`src/rtl/dfr_pkg.sv`:
```
package dfr_pkg;
    localparam int TAG_W   = 16;
    localparam int SLOT_W  = 20;
    localparam int NSLOT   = 13;
    localparam int SMP_W   = 16;
    localparam int IDX_W   = 4;
    localparam int MASK_W  = NSLOT - 1;
    localparam int LEN_W   = 5;
    localparam int AUD_LO  = 3;
    localparam int AUD_HI  = 11;

    typedef logic [IDX_W-1:0]  slot_idx_t;
    typedef logic [SLOT_W-1:0] slot_word_t;

    // where the bit sampled at this edge sits in the frame
    typedef struct packed {
        logic      start;
        logic      take;
        logic      first;
        logic      last;
        slot_idx_t slot;
    } bit_pos_t;

    // one completed slot as handed out by a lane
    typedef struct packed {
        logic             done;
        slot_idx_t        idx;
        slot_word_t       data;
        logic             valid;
        logic [SMP_W-1:0] sample;
    } slot_rec_t;

    function automatic logic [LEN_W-1:0] slot_len(slot_idx_t s);
        return (s == '0) ? LEN_W'(TAG_W) : LEN_W'(SLOT_W);
    endfunction

    function automatic logic carries_audio(slot_idx_t s);
        return (int'(s) >= AUD_LO) && (int'(s) <= AUD_HI);
    endfunction
endpackage

```
`src/rtl/dfr_frame_timer.sv`:
```
module dfr_frame_timer
    import dfr_pkg::*;
(
    input  logic     clk,
    input  logic     rst,
    input  logic     sync_i,
    output bit_pos_t pos,
    output logic     overrun
);
    logic             sync_q1, sync_q2;
    logic             open_q;
    logic             overrun_q;
    slot_idx_t        slot_q;
    logic [LEN_W-1:0] sbit_q;

    logic             start_c, take_c, last_c;
    slot_idx_t        slot_c;
    logic [LEN_W-1:0] sbit_c;

    always_comb begin
        start_c = sync_q1 & ~sync_q2;
        take_c  = start_c | open_q;
        slot_c  = start_c ? '0 : slot_q;
        sbit_c  = start_c ? '0 : sbit_q;
        last_c  = take_c && (sbit_c == slot_len(slot_c) - LEN_W'(1));
        pos.start = start_c;
        pos.take  = take_c;
        pos.first = take_c && (sbit_c == '0);
        pos.last  = last_c;
        pos.slot  = slot_c;
    end

    always_ff @(posedge clk) begin
        if (rst) begin
            sync_q1   <= 1'b0;
            sync_q2   <= 1'b0;
            open_q    <= 1'b0;
            overrun_q <= 1'b0;
            slot_q    <= '0;
            sbit_q    <= '0;
        end else begin
            sync_q1 <= sync_i;
            sync_q2 <= sync_q1;
            if (take_c) begin
                if (last_c) begin
                    sbit_q <= '0;
                    slot_q <= slot_c + slot_idx_t'(1);
                    open_q <= (int'(slot_c) != NSLOT - 1);
                end else begin
                    sbit_q <= sbit_c + LEN_W'(1);
                    slot_q <= slot_c;
                    open_q <= 1'b1;
                end
            end
            if (start_c && open_q) overrun_q <= 1'b1;
        end
    end

    assign overrun = overrun_q;

    AST_SLOT_IN_RANGE: assert property (@(posedge clk) disable iff (rst)
        open_q |-> (int'(slot_q) < NSLOT));
    AST_START_RESTARTS: assert property (@(posedge clk) disable iff (rst)
        start_c |=> (slot_q == '0 && sbit_q == LEN_W'(1) && open_q));
    AST_ERR_STICKY: assert property (@(posedge clk) disable iff (rst)
        overrun_q |=> overrun_q);
endmodule

```
`src/rtl/dfr_lane.sv`:
```
module dfr_lane
    import dfr_pkg::*;
#(
    parameter bit ENABLE = 1'b1
) (
    input  logic      clk,
    input  logic      rst,
    input  bit_pos_t  pos,
    input  logic      sd_i,
    output slot_rec_t rec
);
    generate
        if (ENABLE) begin : g_on
            slot_word_t        sh_q, word_c;
            logic [MASK_W-1:0] mask_q, mask_shl;
            logic              valid_c;
            slot_rec_t         rec_q;

            always_comb begin
                word_c   = pos.first ? {{(SLOT_W-1){1'b0}}, sd_i}
                                     : {sh_q[SLOT_W-2:0], sd_i};
                mask_shl = mask_q << (pos.slot - slot_idx_t'(1));
                valid_c  = (pos.slot == '0) | mask_shl[MASK_W-1];
            end

            always_ff @(posedge clk) begin
                if (rst) begin
                    sh_q   <= '0;
                    mask_q <= '0;
                    rec_q  <= '0;
                end else begin
                    rec_q.done <= pos.take & pos.last;
                    if (pos.take) sh_q <= word_c;
                    if (pos.take && pos.last) begin
                        rec_q.idx    <= pos.slot;
                        rec_q.data   <= word_c;
                        rec_q.valid  <= valid_c;
                        rec_q.sample <= carries_audio(pos.slot) ? word_c[SLOT_W-1 -: SMP_W] : '0;
                        if (pos.slot == '0) mask_q <= word_c[TAG_W-2 -: MASK_W];
                    end
                end
            end

            assign rec = rec_q;

            AST_DONE_PULSE: assert property (@(posedge clk) disable iff (rst)
                rec_q.done |=> !rec_q.done);
            AST_TAG_ZEXT: assert property (@(posedge clk) disable iff (rst)
                (rec_q.done && rec_q.idx == '0) |-> (rec_q.data[SLOT_W-1:TAG_W] == '0 && rec_q.valid));
            AST_SAMPLE_NONAUDIO: assert property (@(posedge clk) disable iff (rst)
                (rec_q.done && !carries_audio(rec_q.idx)) |-> (rec_q.sample == '0));
        end else begin : g_off
            assign rec = '0;
        end
    endgenerate
endmodule

```
`src/rtl/tdm_slot_deframer.sv`:
```
module tdm_slot_deframer
    import dfr_pkg::*;
#(
    parameter bit TX_EN = 1'b1,
    parameter bit RX_EN = 1'b1
) (
    input  logic              clk,
    input  logic              rst,
    input  logic              sync_i,
    input  logic              sdo_i,
    input  logic              sdi_i,
    output logic              tx_done,
    output logic [IDX_W-1:0]  tx_idx,
    output logic [SLOT_W-1:0] tx_data,
    output logic              tx_valid,
    output logic [SMP_W-1:0]  tx_sample,
    output logic              rx_done,
    output logic [IDX_W-1:0]  rx_idx,
    output logic [SLOT_W-1:0] rx_data,
    output logic              rx_valid,
    output logic [SMP_W-1:0]  rx_sample,
    output logic              frame_err
);
    bit_pos_t  pos;
    slot_rec_t tx_rec, rx_rec;

    dfr_frame_timer u_timer (
        .clk     (clk),
        .rst     (rst),
        .sync_i  (sync_i),
        .pos     (pos),
        .overrun (frame_err)
    );

    dfr_lane #(.ENABLE(TX_EN)) u_tx (
        .clk  (clk),
        .rst  (rst),
        .pos  (pos),
        .sd_i (sdo_i),
        .rec  (tx_rec)
    );

    dfr_lane #(.ENABLE(RX_EN)) u_rx (
        .clk  (clk),
        .rst  (rst),
        .pos  (pos),
        .sd_i (sdi_i),
        .rec  (rx_rec)
    );

    assign tx_done   = tx_rec.done;
    assign tx_idx    = tx_rec.idx;
    assign tx_data   = tx_rec.data;
    assign tx_valid  = tx_rec.valid;
    assign tx_sample = tx_rec.sample;
    assign rx_done   = rx_rec.done;
    assign rx_idx    = rx_rec.idx;
    assign rx_data   = rx_rec.data;
    assign rx_valid  = rx_rec.valid;
    assign rx_sample = rx_rec.sample;

    generate
        if (TX_EN && RX_EN) begin : g_pair
            AST_LANES_LOCKSTEP: assert property (@(posedge clk) disable iff (rst)
                (tx_done == rx_done) && (tx_idx == rx_idx));
        end
    endgenerate
endmodule

```
`config.mk`:
```
export PLATFORM = sky130hd
export DESIGN_NAME = tdm_slot_deframer
export DESIGN_NICKNAME = d
export VERILOG_FILES = /design/src/rtl/dfr_pkg.sv /design/src/rtl/dfr_frame_timer.sv /design/src/rtl/dfr_lane.sv /design/src/rtl/tdm_slot_deframer.sv
export SDC_FILE = /design/constraint.sdc
export NUM_CORES = 1
export LEC_CHECK = 0
export ABC_AREA = 1
export BUFFER_PORTS_ARGS = -buffer_cell sky130_fd_sc_hd__buf_2
export CORE_UTILIZATION = 30
export CTS_CLUSTER_SIZE = 40
export DETAILED_ROUTE_END_ITERATION = 16
export REMOVE_ABC_BUFFERS = 1
export SYNTH_ARGS = -nofsm -noshare
export SYNTH_HDL_FRONTEND = slang
export SYNTH_SLANG_ARGS = --single-unit
```
`constraint.sdc`:
```
create_clock -name clk -period 3.65 [get_ports clk]
set_input_delay 0.1825 -clock clk [delete_from_list [all_inputs] [get_ports clk]]
set_output_delay 0.1825 -clock clk [all_outputs]
set_load 0.02 [all_outputs]
```
Word level (Yosys, flattened, before mapping)

Index checks and enable logic that the tools add are counted.

Equal/unequal tests: 2
Bitwise operators: 6
Shift operators: 2
Add/sub/neg operators: 4
Reduce and logical (&&, ||, !) cells: 8
Multiplexer cells: 10
$lt $le $gt $ge: 2

Operators with widths:

| operator              | count |
|---|---|
| $mux W20              | 2 |
| $mux W16              | 2 |
| $shl A12 B4 Y12       | 2 |
| $mux W5               | 2 |
| $mux W4               | 2 |
| $add A5 B1 Y5 const B | 1 |
| $eq A5 B5 Y1          | 1 |
| $logic_and A1 B1 Y1   | 5 |
| $logic_not A5 Y1      | 1 |
| $sub A5 B1 Y5 const B | 1 |
| $add A4 B1 Y4 const B | 1 |
| $ge A4 B2 Y1 const B  | 1 |
| $le A4 B4 Y1 const B  | 1 |
| $logic_not A4 Y1      | 1 |
| $ne A4 B3 Y1 const B  | 1 |
| $sub A4 B1 Y4 const B | 1 |
| $mux W3               | 1 |
| $or A1 B1 Y1          | 3 |
| $and A1 B1 Y1         | 2 |
| $reduce_and A2 Y1     | 1 |
| $mux W1               | 1 |
| $not A1 Y1            | 1 |

Register bits after elaboration: 154
Output and inout port bits: 85
Word-level logic and storage cells: 52

Depth between registers and ports, before layout

Depth in word-level cells: 10
Mapped depth: 15
Mapped depth without buffers: 14

Hierarchy

Synthesis repeated with hierarchy kept, for this count alone.

Cell total of the unflattened synthesis: 886
Area total of the unflattened synthesis: 6,745.2 um^2

By module, submodules not included:

| module          | cells each | area each (um^2) | instances | sequential area each (um^2) |
|---|---|---|---|---|
| dfr_lane        | 386        | 2,966.6          | 2         | 1,461.4 |
| dfr_frame_timer | 114        | 812.0            | 1         | 260.2 |

Least setup slack after synthesis

Ideal clock, no wire load.

Path kind: register -> register
Start: reg u_timer.sync_q2
End: reg u_tx.g_on.mask_q[10]
Library setup time: 0.132 ns
Data arrival time: 1.958 ns
Cell stages (with the launch flop): 14
Clock period less this slack: 2.091 ns
Required time: 3.518 ns
Path slack: 1.559 ns
Cells stage by stage: dfxtp_1 inv_2 nand2_2 buf_2 nand2_1 buf_2 ha_1 nand2_1 a21oi_2 nor2_4 nand3_1 buf_2 nand2_1 a21oi_1

Cells in the longest elaborated chain, start to end: 10
Elaborated cells between the ends (all ways): 15
Classes of those cells: add/sub (1); eq/ne (1); mux (4); bitwise (3); reduce/logical (6)

RTL lines:

| what                               | RTL line                      | RTL |
|---|---|---|
| start: declaration                 | dfr_frame_timer.sv:10         | `logic sync_q1, sync_q2;` |
| start signal: assignment           | dfr_frame_timer.sv:43         | `sync_q2 <= sync_q1;` |
| $not A1 Y1 (*)                     | dfr_frame_timer.sv:21         | `start_c = sync_q1 & ~sync_q2;` |
| $and A1 B1 Y1 (*)                  | dfr_frame_timer.sv:21         |  |
| $mux W4                            | dfr_frame_timer.sv:23         | `slot_c = start_c ? '0 : slot_q;` |
| $logic_not A4 Y1                   | dfr_pkg.sv:34, dfr_lane.sv:39 |  |
| $mux W3                            | dfr_pkg.sv:34                 | `return (s == '0) ? LEN_W'(TAG_W) : LEN_W'(SLOT_W);` |
| $sub A5 B1 Y5                      | dfr_frame_timer.sv:25         | `last_c = take_c && (sbit_c == slot_len(slot_c) - LEN_W'(1));` |
| $eq A5 B5 Y1                       | dfr_frame_timer.sv:25         |  |
| $logic_and A1 B1 Y1                | dfr_frame_timer.sv:25         |  |
| $logic_and A1 B1 Y1                | dfr_lane.sv:34                | `if (pos.take && pos.last) begin` |
| $reduce_and A2 Y1 (no source line) | -                             |  |
| end signal: assignment             | dfr_lane.sv:39                | `if (pos.slot == '0) mask_q <= word_c[TAG_W-2 -: MASK_W];` |
| end: declaration                   | dfr_lane.sv:15                | `logic [MASK_W-1:0] mask_q, mask_shl;` |

Mark *: on every way between the ends. The rest lies on a longest branch, timed or not.
A chain may end at the register's enable or synchronous reset.

Worst setup path after layout

Start: reg u_timer.sync_q1
End: reg u_rx.g_on.mask_q[5]

Cells in the longest elaborated chain, start to end: 9
Elaborated cells between the ends (all ways): 14
Classes of those cells: add/sub (1); eq/ne (1); mux (4); bitwise (2); reduce/logical (6)

RTL lines:

| what                               | RTL line                      | RTL |
|---|---|---|
| start: declaration                 | dfr_frame_timer.sv:10         |  |
| start signal: assignment           | dfr_frame_timer.sv:42         | `sync_q1 <= sync_i;` |
| $and A1 B1 Y1 (*)                  | dfr_frame_timer.sv:21         |  |
| $mux W4                            | dfr_frame_timer.sv:23         |  |
| $logic_not A4 Y1                   | dfr_pkg.sv:34, dfr_lane.sv:39 |  |
| $mux W3                            | dfr_pkg.sv:34                 |  |
| $sub A5 B1 Y5                      | dfr_frame_timer.sv:25         |  |
| $eq A5 B5 Y1                       | dfr_frame_timer.sv:25         |  |
| $logic_and A1 B1 Y1                | dfr_frame_timer.sv:25         |  |
| $logic_and A1 B1 Y1                | dfr_lane.sv:34                |  |
| $reduce_and A2 Y1 (no source line) | -                             |  |
| end signal: assignment             | dfr_lane.sv:39                |  |
| end: declaration                   | dfr_lane.sv:15                |  |

Marks and branches as above.

==> flow_summary.json <==
{
  "synthToLayoutAreaGrowth_pct": 19.3,
  "cts_buffers": 17,
  "cts_tree": "done",
  "synthesis.area_um2": 6280,
  "die_area_um2": 21500,
  "fp-row-count": 52,
  "reg2reg_depth": 11,
  "cts.htree.levels": 4,
  "cts_sinks": 154,
  "synth.distinct_cells": 29,
  "power_mw": 3.68,
  "diodes": 0,
  "ctsHoldBuffers": 2,
  "drv_cap": 0,
  "cp-endpoint": "u_rx.g_on.mask_q[5]$_SDFFE_PP0P_",
  "critPathLaunch": "u_timer.sync_q1$_SDFF_PP0_",
  "viasPerCell": 4.65,
  "fin_nets": 930,
  "antenna_found_initial": 0,
  "dp_hpwl_um": 10000,
  "slew-limit-headroom": 0.449,
  "finalWorstSetupSlack_ns": 0.947,
  "rsz0062_at_grt": "no",
  "crit_required_ns": 3.97,
  "die_w_um": 147,
  "clkTransAtPathRegs_ns": 0.06,
  "grt_max_degree": 67,
  "grt_usage": 0.154,
  "final_core_util": 0.368,
  "min-delay-path-class": "in -> reg",
  "synth_edf_count": 0,
  "pwr_density_cell_nw_per_um2": 491,
  "grt_pass1_wl_um": 26700,
  "initial_core_util": 0.309,
  "setup_viol": 0,
  "grt_pass1_vias": 5206,
  "worstReg2RegEnd": "u_rx.g_on.mask_q[5]$_SDFFE_PP0P_",
  "cts_max_path_buffers": 2,
  "seq_area_frac_synth": 0.491,
  "dp_slack_ns": 0.918,
  "ys_top_cells_by_count": "nand2_1 (214), dfxtp_1 (154), a21oi_1 (119)",
  "coreArea_um2": 20400,
  "layout-drive-gt1-share": 0.158,
  "post_cts_buffers": 0,
  "synth_area_leaders": "dfxtp_1 (49%), nand2_1 (13%), a21oi_1 (9.5%)",
  "power.ir.vdd_worst_mv": 0.343,
  "antenna_left": 0,
  "startpoint_type": "register",
  "run_status": "finished clean",
  "skew_ns": 0.00800,
  "synth.avg_cell_area_um2": 7.30,
  "numPortBuffers": 89,
  "async_flop_share": 0,
  "hold_viol": 0,
  "place_congestion": 0.843,
  "timing.final.crit_share": 0.741,
  "synth_top_area_cell": "dfxtp_1",
  "io_pins": 90,
  "drt-initial-drc-count": 352,
  "die_h_um": 147,
  "wl_um": 15900,
  "drc_errors": 0,
  "placed_area_um2": 6880,
  "num_vias": 5590,
  "design_area_um2": 7500,
  "grt.overflow.total": 0,
  "worstMarginPinSlew_ns": 0.821,
  "fmax_ghz": 0.370,
  "synthFlopType": "dfxtp_1",
  "wl_per_cell_um": 13.2,
  "synth.most_common_cell": "nand2_1",
  "syn_inst": 861,
  "rrSetupSlack_ns": 0.95,
  "path_class": "reg -> reg",
  "synth.ff_latch_count": 154,
  "firstDrtPassIters": 5,
  "reg2reg_from": "u_timer.sync_q1$_SDFF_PP0_",
  "drv_slew": 0,
  "layout_min_cycle_time_ns": 2.70,
  "crit_path_end_kind": "register",
  "clk_latency_ns": 0.43,
  "netlist.area_leader.share": 0.491,
  "yosysWarnings": 0,
  "clockRootBuffer": "clkbuf_16",
  "cts_resized": 0,
  "p_leak_nw": 3.03,
  "critPathArrivalTime_ns": 3.02,
  "path_max_fanout": 22
}
==> cell type report <==
class	instances	area, um2
Clock inverter	13	145
Sequential cell	154	3080
Multi-Input combinational cell	588	2710
Inverter	55	206
Clock buffer	19	453
Timing Repair Buffer	104	566
Fill cell	2202	12900
Tap cell	270	338
==> power by group <==
group	internal (mW)	switching, mW	leakage (nW)	total [mW]
Combinational	0.0447	0.139	1.50	0.183
Sequential	1.71	0.0148	1.25	1.72
Clock	1.05	0.730	0.286	1.78
==> worst min path at each step <==
| stage | start | end | slack [ns] | cells past startpoint |
|---|---|---|---|---|
| detailed placement | sync_i | u_timer.sync_q1$_SDFF_PP0_ | 0.42 | 3 |
| CTS | sdi_i | u_rx.rec[17]$_SDFFE_PP0P_ | 0.03 | 3 |
| finish | sdi_i | u_rx.rec[17]$_SDFFE_PP0P_ | 0.04 | 3 |
| global placement | sync_i | u_timer.sync_q1$_SDFF_PP0_ | 0.43 | 3 |
| floorplan | rst | u_rx.g_on.mask_q[3]$_SDFFE_PP0P_ | 0.25 | 1 |
| global route | sdi_i | u_rx.rec[17]$_SDFFE_PP0P_ | 0.07 | 3 |
==> layer usage <==
| layer | vias up | GRT usage | part of all wire |
|---|---|---|---|
| met5 | - | 0 | 0 |
| met4 | 0 | 0.0531 | 0.011 |
| met3 | 17 | 0.0370 | 0.038 |
| met2 | 101 | 0.236 | 0.44 |
| met1 | 2557 | 0.210 | 0.51 |
| li1 | 2915 | - | - |
==> through the flow <==
stage	cells	hold slack [ns]	TNS, ns
after floorplan	797	0.252	-9.81
after global placement	1169	0.430	0
after detailed placement	1169	0.418	0
after CTS	1203	0.0267	0
after global routing	1203	0.0745	0
final	1203	0.0419	0
==> cell usage in the layout (no fill, tap or decap), types with 2 or more instances in the layout <==
cell,instances
buf_2,88
ha_1,5
o21ai_0,33
nand3_1,51
a211oi_1,6
nand4_1,28
clkinv_1,2
buf_4,14
a21oi_2,2
bufinv_16,2
clkinv_4,5
xnor2_1,2
dfxtp_1,154
clkinvlp_4,3
dlygate4sd3_1,2
clkbuf_16,17
clkbuf_8,2
nor2_4,2
nand2_2,2
nor2_1,107
inv_2,5
xor2_1,7
inv_1,48
clkinv_2,2
a21oi_1,119
o211ai_1,2
nand2_1,214
==> flip-flops by register name (all words and copies together), names as in the netlist <==
register,count
u_rx.g_on.mask_q,12
u_timer.overrun,1
u_timer.sync_q2,1
u_timer.open_q,1
u_timer.slot_q,4
u_rx.rec,42
u_tx.rec,37
u_timer.sbit_q,5
u_tx.g_on.mask_q,12
u_tx.g_on.sh_q,19
u_timer.sync_q1,1
u_rx.g_on.sh_q,19
==> cells by family after synthesis <==
| logic type | Yosys count | share of synthesized area |
|---|---|---|
| DFF | 154 | 0.491 |
| xor gates and xnor gates | 9 | 0.0125 |
| adders and majority gates | 5 | 0.00995 |
| buffers and inverters | 119 | 0.0794 |
| AOI/OAI and AO/OA | 167 | 0.139 |
| and+or+nand+nor | 407 | 0.268 |
==> critical path, stage by stage (launching register included) <==
cell and delay, ns:
dfxtp_1 0.38, nand2_2 0.20, nand2_1 0.11, buf_4 0.23
ha_1 0.24, nand2_1 0.12, a21oi_2 0.21, nor2_4 0.07
nand3_1 0.40, clkinv_1 0.40, nor2_1 0.19, nor2_1 0.05
No activity file was read; power rests on OpenSTA's default activity.
